===== config.mk =====
export PLATFORM = sky130hd
export DESIGN_NAME = wtsnoop_cache
export DESIGN_NICKNAME = d
export VERILOG_FILES = /design/src/rtl/wtc_pkg.sv /design/src/rtl/wtc_line_store.sv /design/src/rtl/wtc_snoop.sv /design/src/rtl/wtc_ctrl.sv /design/src/rtl/wtsnoop_cache.sv
export SDC_FILE = /design/constraint.sdc
export NUM_CORES = 1
export LEC_CHECK = 0
export BUFFER_PORTS_ARGS = -buffer_cell sky130_fd_sc_hd__clkbuf_2
export CORE_UTILIZATION = 35
export DETAILED_ROUTE_END_ITERATION = 6
export PLACE_DENSITY = 0.57
export SLEW_MARGIN = 20
export SYNTH_ARGS = -nofsm -noshare
export SYNTH_HDL_FRONTEND = slang
export SYNTH_SLANG_ARGS = --single-unit

===== constraint.sdc =====
create_clock -name clk -period 7.65 [get_ports clk]
set_input_delay 1.53 -clock clk [delete_from_list [all_inputs] [get_ports clk]]
set_output_delay 1.53 -clock clk [all_outputs]
set_load 0.005 [all_outputs]

===== src/rtl/wtc_pkg.sv =====
package wtc_pkg;
    localparam int ADDR_W = 10;
    localparam int DATA_W = 32;
    localparam int LINES  = 16;
    localparam int IDX_W  = $clog2(LINES);
    localparam int TAG_W  = ADDR_W - IDX_W;

    typedef logic [ADDR_W-1:0] addr_t;
    typedef logic [DATA_W-1:0] data_t;
    typedef logic [IDX_W-1:0]  idx_t;
    typedef logic [TAG_W-1:0]  tag_t;

    typedef enum logic [1:0] {ST_IDLE, ST_ARB, ST_XFER} state_t;

    typedef struct packed {
        logic  we;
        addr_t addr;
        data_t wdata;
    } cpu_op_t;

    typedef struct packed {
        logic  en;
        idx_t  idx;
        tag_t  tag;
        data_t data;
    } line_wr_t;

    function automatic idx_t idx_of(input addr_t a);
        return a[IDX_W-1:0];
    endfunction

    function automatic tag_t tag_of(input addr_t a);
        return a[ADDR_W-1:IDX_W];
    endfunction
endpackage


===== src/rtl/wtc_line_store.sv =====
module wtc_line_store
    import wtc_pkg::*;
(
    input  logic     clk,
    input  logic     rst,
    input  idx_t     a_idx,
    output logic     a_valid,
    output tag_t     a_tag,
    output data_t    a_data,
    input  idx_t     s_idx,
    output logic     s_valid,
    output tag_t     s_tag,
    input  line_wr_t wr,
    input  logic     inv_en,
    input  idx_t     inv_idx
);
    logic [LINES-1:0] valid_q;
    tag_t             tag_q  [LINES];
    data_t            data_q [LINES];

    // valid bits: a kill beats a fill or update on the same line
    for (genvar i = 0; i < LINES; i++) begin : g_line
        always_ff @(posedge clk) begin
            if (rst)
                valid_q[i] <= 1'b0;
            else if (inv_en && inv_idx == idx_t'(i))
                valid_q[i] <= 1'b0;
            else if (wr.en && wr.idx == idx_t'(i))
                valid_q[i] <= 1'b1;
        end
    end

    always_ff @(posedge clk) begin
        if (wr.en) begin
            tag_q[wr.idx]  <= wr.tag;
            data_q[wr.idx] <= wr.data;
        end
    end

    assign a_valid = valid_q[a_idx];
    assign a_tag   = tag_q[a_idx];
    assign a_data  = data_q[a_idx];
    assign s_valid = valid_q[s_idx];
    assign s_tag   = tag_q[s_idx];
endmodule


===== src/rtl/wtc_snoop.sv =====
module wtc_snoop
    import wtc_pkg::*;
#(
    parameter int ID_W  = 2,
    parameter int MY_ID = 0
) (
    input  logic            snp_valid,
    input  logic            snp_we,
    input  logic [ID_W-1:0] snp_id,
    input  addr_t           snp_addr,
    output idx_t            s_idx,
    input  logic            s_valid,
    input  tag_t            s_tag,
    output logic            inv_en,
    output idx_t            inv_idx
);
    logic foreign_wr;

    assign foreign_wr = snp_valid && snp_we && (snp_id != ID_W'(MY_ID));
    assign s_idx      = idx_of(snp_addr);
    assign inv_idx    = s_idx;
    assign inv_en     = foreign_wr && s_valid && (s_tag == tag_of(snp_addr));
endmodule


===== src/rtl/wtc_ctrl.sv =====
module wtc_ctrl
    import wtc_pkg::*;
(
    input  logic     clk,
    input  logic     rst,
    input  logic     cpu_req,
    input  logic     cpu_we,
    input  addr_t    cpu_addr,
    input  data_t    cpu_wdata,
    output logic     cpu_ready,
    output data_t    cpu_rdata,
    output logic     bus_req,
    input  logic     bus_gnt,
    output logic     bus_valid,
    output logic     bus_we,
    output addr_t    bus_addr,
    output data_t    bus_wdata,
    input  logic     bus_ack,
    input  data_t    bus_rdata,
    output idx_t     a_idx,
    input  logic     a_valid,
    input  tag_t     a_tag,
    input  data_t    a_data,
    input  logic     inv_en,
    input  idx_t     inv_idx,
    output line_wr_t wr
);
    state_t  state_q, state_d;
    cpu_op_t op_q;
    tag_t    cur_tag;
    logic    killed, hit;

    assign a_idx   = (state_q == ST_IDLE) ? idx_of(cpu_addr) : idx_of(op_q.addr);
    assign cur_tag = (state_q == ST_IDLE) ? tag_of(cpu_addr) : tag_of(op_q.addr);
    assign killed  = inv_en && (inv_idx == a_idx);
    assign hit     = a_valid && (a_tag == cur_tag) && !killed;

    assign bus_we    = op_q.we;
    assign bus_addr  = op_q.addr;
    assign bus_wdata = op_q.wdata;

    always_comb begin
        state_d   = state_q;
        cpu_ready = 1'b0;
        cpu_rdata = a_data;
        bus_req   = 1'b0;
        bus_valid = 1'b0;
        wr        = '0;
        unique case (state_q)
            ST_IDLE: begin
                if (cpu_req) begin
                    if (!cpu_we && hit) cpu_ready = 1'b1;
                    else                state_d   = ST_ARB;
                end
            end
            ST_ARB: begin
                bus_req = 1'b1;
                if (bus_gnt) state_d = ST_XFER;
            end
            ST_XFER: begin
                bus_req   = 1'b1;
                bus_valid = 1'b1;
                if (bus_ack) begin
                    cpu_ready = 1'b1;
                    state_d   = ST_IDLE;
                    if (!op_q.we) begin
                        cpu_rdata = bus_rdata;
                        wr        = '{en: 1'b1, idx: a_idx, tag: cur_tag, data: bus_rdata};
                    end else if (hit) begin
                        wr        = '{en: 1'b1, idx: a_idx, tag: cur_tag, data: op_q.wdata};
                    end
                end
            end
            default: state_d = ST_IDLE;
        endcase
    end

    always_ff @(posedge clk) begin
        if (rst) begin
            state_q <= ST_IDLE;
            op_q    <= '0;
        end else begin
            state_q <= state_d;
            if (state_q == ST_IDLE && cpu_req)
                op_q <= '{we: cpu_we, addr: cpu_addr, wdata: cpu_wdata};
        end
    end
endmodule


===== src/rtl/wtsnoop_cache.sv =====
module wtsnoop_cache
    import wtc_pkg::*;
#(
    parameter int ID_W  = 2,
    parameter int MY_ID = 0
) (
    input  logic                     clk,
    input  logic                     rst,
    input  logic                     cpu_req,
    input  logic                     cpu_we,
    input  logic [wtc_pkg::ADDR_W-1:0] cpu_addr,
    input  logic [wtc_pkg::DATA_W-1:0] cpu_wdata,
    output logic                     cpu_ready,
    output logic [wtc_pkg::DATA_W-1:0] cpu_rdata,
    output logic                     bus_req,
    input  logic                     bus_gnt,
    output logic                     bus_valid,
    output logic                     bus_we,
    output logic [wtc_pkg::ADDR_W-1:0] bus_addr,
    output logic [wtc_pkg::DATA_W-1:0] bus_wdata,
    input  logic                     bus_ack,
    input  logic [wtc_pkg::DATA_W-1:0] bus_rdata,
    input  logic                     snp_valid,
    input  logic                     snp_we,
    input  logic [ID_W-1:0]          snp_id,
    input  logic [wtc_pkg::ADDR_W-1:0] snp_addr
);
    idx_t     a_idx, s_idx, inv_idx;
    logic     a_valid, s_valid, inv_en;
    tag_t     a_tag, s_tag;
    data_t    a_data;
    line_wr_t wr;

    wtc_line_store u_store (
        .clk(clk), .rst(rst),
        .a_idx(a_idx), .a_valid(a_valid), .a_tag(a_tag), .a_data(a_data),
        .s_idx(s_idx), .s_valid(s_valid), .s_tag(s_tag),
        .wr(wr), .inv_en(inv_en), .inv_idx(inv_idx)
    );

    wtc_snoop #(.ID_W(ID_W), .MY_ID(MY_ID)) u_snoop (
        .snp_valid(snp_valid), .snp_we(snp_we), .snp_id(snp_id), .snp_addr(snp_addr),
        .s_idx(s_idx), .s_valid(s_valid), .s_tag(s_tag),
        .inv_en(inv_en), .inv_idx(inv_idx)
    );

    wtc_ctrl u_ctrl (
        .clk(clk), .rst(rst),
        .cpu_req(cpu_req), .cpu_we(cpu_we), .cpu_addr(cpu_addr), .cpu_wdata(cpu_wdata),
        .cpu_ready(cpu_ready), .cpu_rdata(cpu_rdata),
        .bus_req(bus_req), .bus_gnt(bus_gnt), .bus_valid(bus_valid), .bus_we(bus_we),
        .bus_addr(bus_addr), .bus_wdata(bus_wdata), .bus_ack(bus_ack), .bus_rdata(bus_rdata),
        .a_idx(a_idx), .a_valid(a_valid), .a_tag(a_tag), .a_data(a_data),
        .inv_en(inv_en), .inv_idx(inv_idx), .wr(wr)
    );
endmodule


==> results by group <==
Outcome
  – Status: completed

Worst hold path
  – Hold Path Class: register to register
  – Hold_sp: u_ctrl.bus_addr[9]

Synthesis
  – Mapped Nets: 2,341
  – Cell area after synthesis: 28,490 um^2
  – Post-Syn Instances: 2,244
  – Register bit total from synthesis: 669
  – EDFF count, synth: 608
  – Sequential share of the synthesized area: 0.6838
  – Avg Synthesized Cell Area: 12.69 um^2
  – Main synth FF type: edfxtp_1
  – Library cells used by synthesis: 58
  – Fraction of registers with async set/reset: 0
  – Ys Warns: 0

Route
  – Initial DRT Pass Iterations: 5
  – Via count: 19.49k
  – DRT Wirelength: 81,470 um
  – Via-per-instance ratio: 5.585
  – Post-route ant nets: 0
  – Initial drt markers: 1,938
  – DR WL/cell: 23.35 um
  – Drt drc: 0

Clock network
  – # resized after CTS: 0
  – TritonCTS clock tree: built
  – Clk Tree Root Cell: clkbuf_16
  – Clock buffer count from CTS: 76
  – Worst skew pair latency: 0.62 ns
  – Buffers from clock root to sink, at most: 3
  – H-tree depth: 3
  – Post-CTS Setup Bufs: 0
  – Cts hold-fix bufs: 0
  – Clock Sinks: 669
  – Worst-path clk slew: 0.06 ns

Critical path
  – CP max stage delay: 0.77 ns
  – Beginning of the critical path: cpu_addr[0]
  – Max FO, Critical Path: 109
  – Reg-to-reg startpoint: u_ctrl.state_q[1]
  – Worst setup SP type: input port
  – CP Cell Sequence: clkbuf_2 > mux2_8 > mux4_2 > a22oi_1 > nand3_1 > xor2_1 > nand4_1 > nor4_4 > nand4_1 > nand2_1 > clkbuf_2
  – Crit Path Class: input port to output pin
  – Critical path capture point type: output pin
  – Slowest stage cell, crit path: mux2_8
  – Worst EP arrival: 4.68 ns
  – Crit path required time: 6.12 ns

STA
  – Measured slew at the worst slew-check pin: 1.159 ns
  – Post-route worst setup slack: 1.442 ns
  – Final setup viols: 0
  – Fin crit period: 6.208 ns
  – Achievable Freq: 161.1 MHz
  – TNS Setup: 0 ns
  – Max Clock Skew: 0.02284 ns
  – Slew HR: 0.2204
  – Unrepaired setup endpoints after global routing: no
  – Hold Vio Cnt, Final: 0
  – Slew Limit Fails: 0
  – Tcrit/Tclk final: 0.8115

Pwr
  – Worst VDD drop: 155.9 uV
  – P_leak: 0.01136 uW
  – P per Cell Area: 267.9 nW/um^2

Placement
  – GP Congestion: 0.8345
  – Pre-CTS setup slack: 1.406 ns
  – Port bufs: 171
  – DP HPWL: 44,150 um

Global routing
  – Vias in the first global route: 19.02k
  – Largest net degree at the start of global routing: 135
  – Total gr overflow: 0
  – Initial antenna violation count: 3
  – Global-route wire length before repair: 120,900 um
  – Total GRT Usage: 0.1945

Floorplanning
  – Area of the core: 80,550 um^2
  – Die Y: 287.3 um
  – Initial Util: 0.3537
  – I/O pin total: 172
  – Die area: 82,540 um^2
  – Num rows: 104
  – Die W: 287.3 um

Layout
  – Nets: 2,466
  – Antenna diode count: 0
  – Layout area overhead: 16.15%
  – Layout cells sized above 1: 0.1721
  – Fin util: 0.4108

Run
  – MaxCap Viol Count: 0
## critical path, delay by kind of cell
family                 cells  cell delay [ns]
AO/OA/AOI/OAI              1             0.20
multiplexers               2             1.39
buffers and inverters      2             0.31
AND/OR/NAND/NOR            5             1.00
XOR/XNOR                   1             0.18
## synthesized netlist by cell type (17+ instances only)
master | count | area share
a32o_1 | 33 | 0.012
nand2_1 | 702 | 0.092
o31ai_1 | 36 | 0.0095
nor2_1 | 30 | 0.0040
a21oi_1 | 47 | 0.0083
edfxtp_1 | 608 | 0.64
buf_1 | 17 | 0.0022
dfxtp_1 | 61 | 0.043
nand3_1 | 145 | 0.025
buf_2 | 20 | 0.0035
mux2i_1 | 24 | 0.0084
mux4_2 | 46 | 0.036
and3_1 | 69 | 0.015
a311oi_1 | 128 | 0.039
clkbuf_1 | 125 | 0.016
## area by class of cell
class | count | area (um^2)
Fill cell | 7328 | 47460
Sequential cell | 669 | 19480
Multi-Input combinational cell | 1388 | 8419
Clock buffer | 95 | 2077
Timing Repair Buffer | 223 | 1396
Tap cell | 1060 | 1326
Clock inverter | 43 | 347.8
Inverter | 11 | 41.29
## sequential cells by signal (all words and copies together), names as in the netlist
register	cells
u_store.tag_q	96
u_ctrl.state_q	2
u_ctrl.bus_wdata	32
u_store.data_q	512
u_ctrl.bus_addr	10
u_store.valid_q	16
u_ctrl.bus_we	1
## path summary, 6_finish.rpt
path,to,slack [ns],depth (start not counted)
worst min-delay path,u_ctrl.bus_addr[9],0.47,2
worst max-delay path,cpu_ready,1.44,11
worst min register to register,u_ctrl.bus_addr[9],0.47,2
worst max register to register,u_store.data_q[10][30],2.27,13
## routing by layer
layer | up-vias | part of all wire | global-route usage
met1 | 9871 | 0.43 | 0.2664
met2 | 798 | 0.48 | 0.3149
li1 | 8694 | - | -
met5 | - | 0.00033 | 0
met3 | 118 | 0.068 | 0.03024
met4 | 4 | 0.022 | 0.06489
## stage by stage
step | std cells | power, uW | area (um^2) | hold slack (ns)
3_5_place_dp | 3351 | 5416 | 30660 | 0.4707
2_1_floorplan | 2244 | 4916 | 28490 | 0.4434
4_1_cts | 3489 | 8933 | 33080 | 0.4801
5_1_grt | 3489 | 9178 | 33090 | 0.4999
3_3_place_gp | 3351 | 5400 | 30660 | 0.4555
6_report | 3489 | 8865 | 33090 | 0.4748
## cells in the final DEF (no fill, tap or decap), types with 13 or more instances in the layout
| cell | netlist | layout |
|---|---|---|
| buf_4 | 4 | 40 |
| nor2_4 | 0 | 15 |
| o2bb2ai_1 | 13 | 13 |
| a31oi_1 | 15 | 15 |
| clkinv_1 | 1 | 16 |
| a311o_1 | 13 | 13 |
| edfxtp_1 | 608 | 608 |
| mux4_2 | 46 | 46 |
| nor2_1 | 30 | 15 |
| clkbuf_16 | 0 | 79 |
| and3_1 | 69 | 69 |
| dfxtp_1 | 61 | 60 |
| nand3_1 | 145 | 145 |
| a311oi_1 | 128 | 128 |
| nand2_1 | 702 | 701 |
| a21oi_1 | 47 | 47 |
| nand4_1 | 14 | 14 |
| clkbuf_2 | 0 | 170 |
| mux2i_1 | 24 | 20 |
| a32o_1 | 33 | 33 |
| o31ai_1 | 36 | 35 |
| clkinv_2 | 0 | 13 |
## logic make-up after synthesis
family          synth area share
simple gates              0.1461
flops                     0.6838
compound gates           0.08819
buf+inv                  0.02868
mux                      0.04612
xor+xnor                0.005798
fa+ha+maj               0.001318
## power breakdown
| group | leakage, uW | total, uW | switching, uW | internal (uW) |
|---|---|---|---|---|
| registers | 0.00542 | 4010 | 26.6 | 3990 |
| clock network | 0.00118 | 3530 | 1470 | 2070 |
| logic | 0.00476 | 1320 | 874 | 444 |
| total | 0.0114 | 8870 | 2370 | 6500 |
Power figures use the tool's default switching activity.
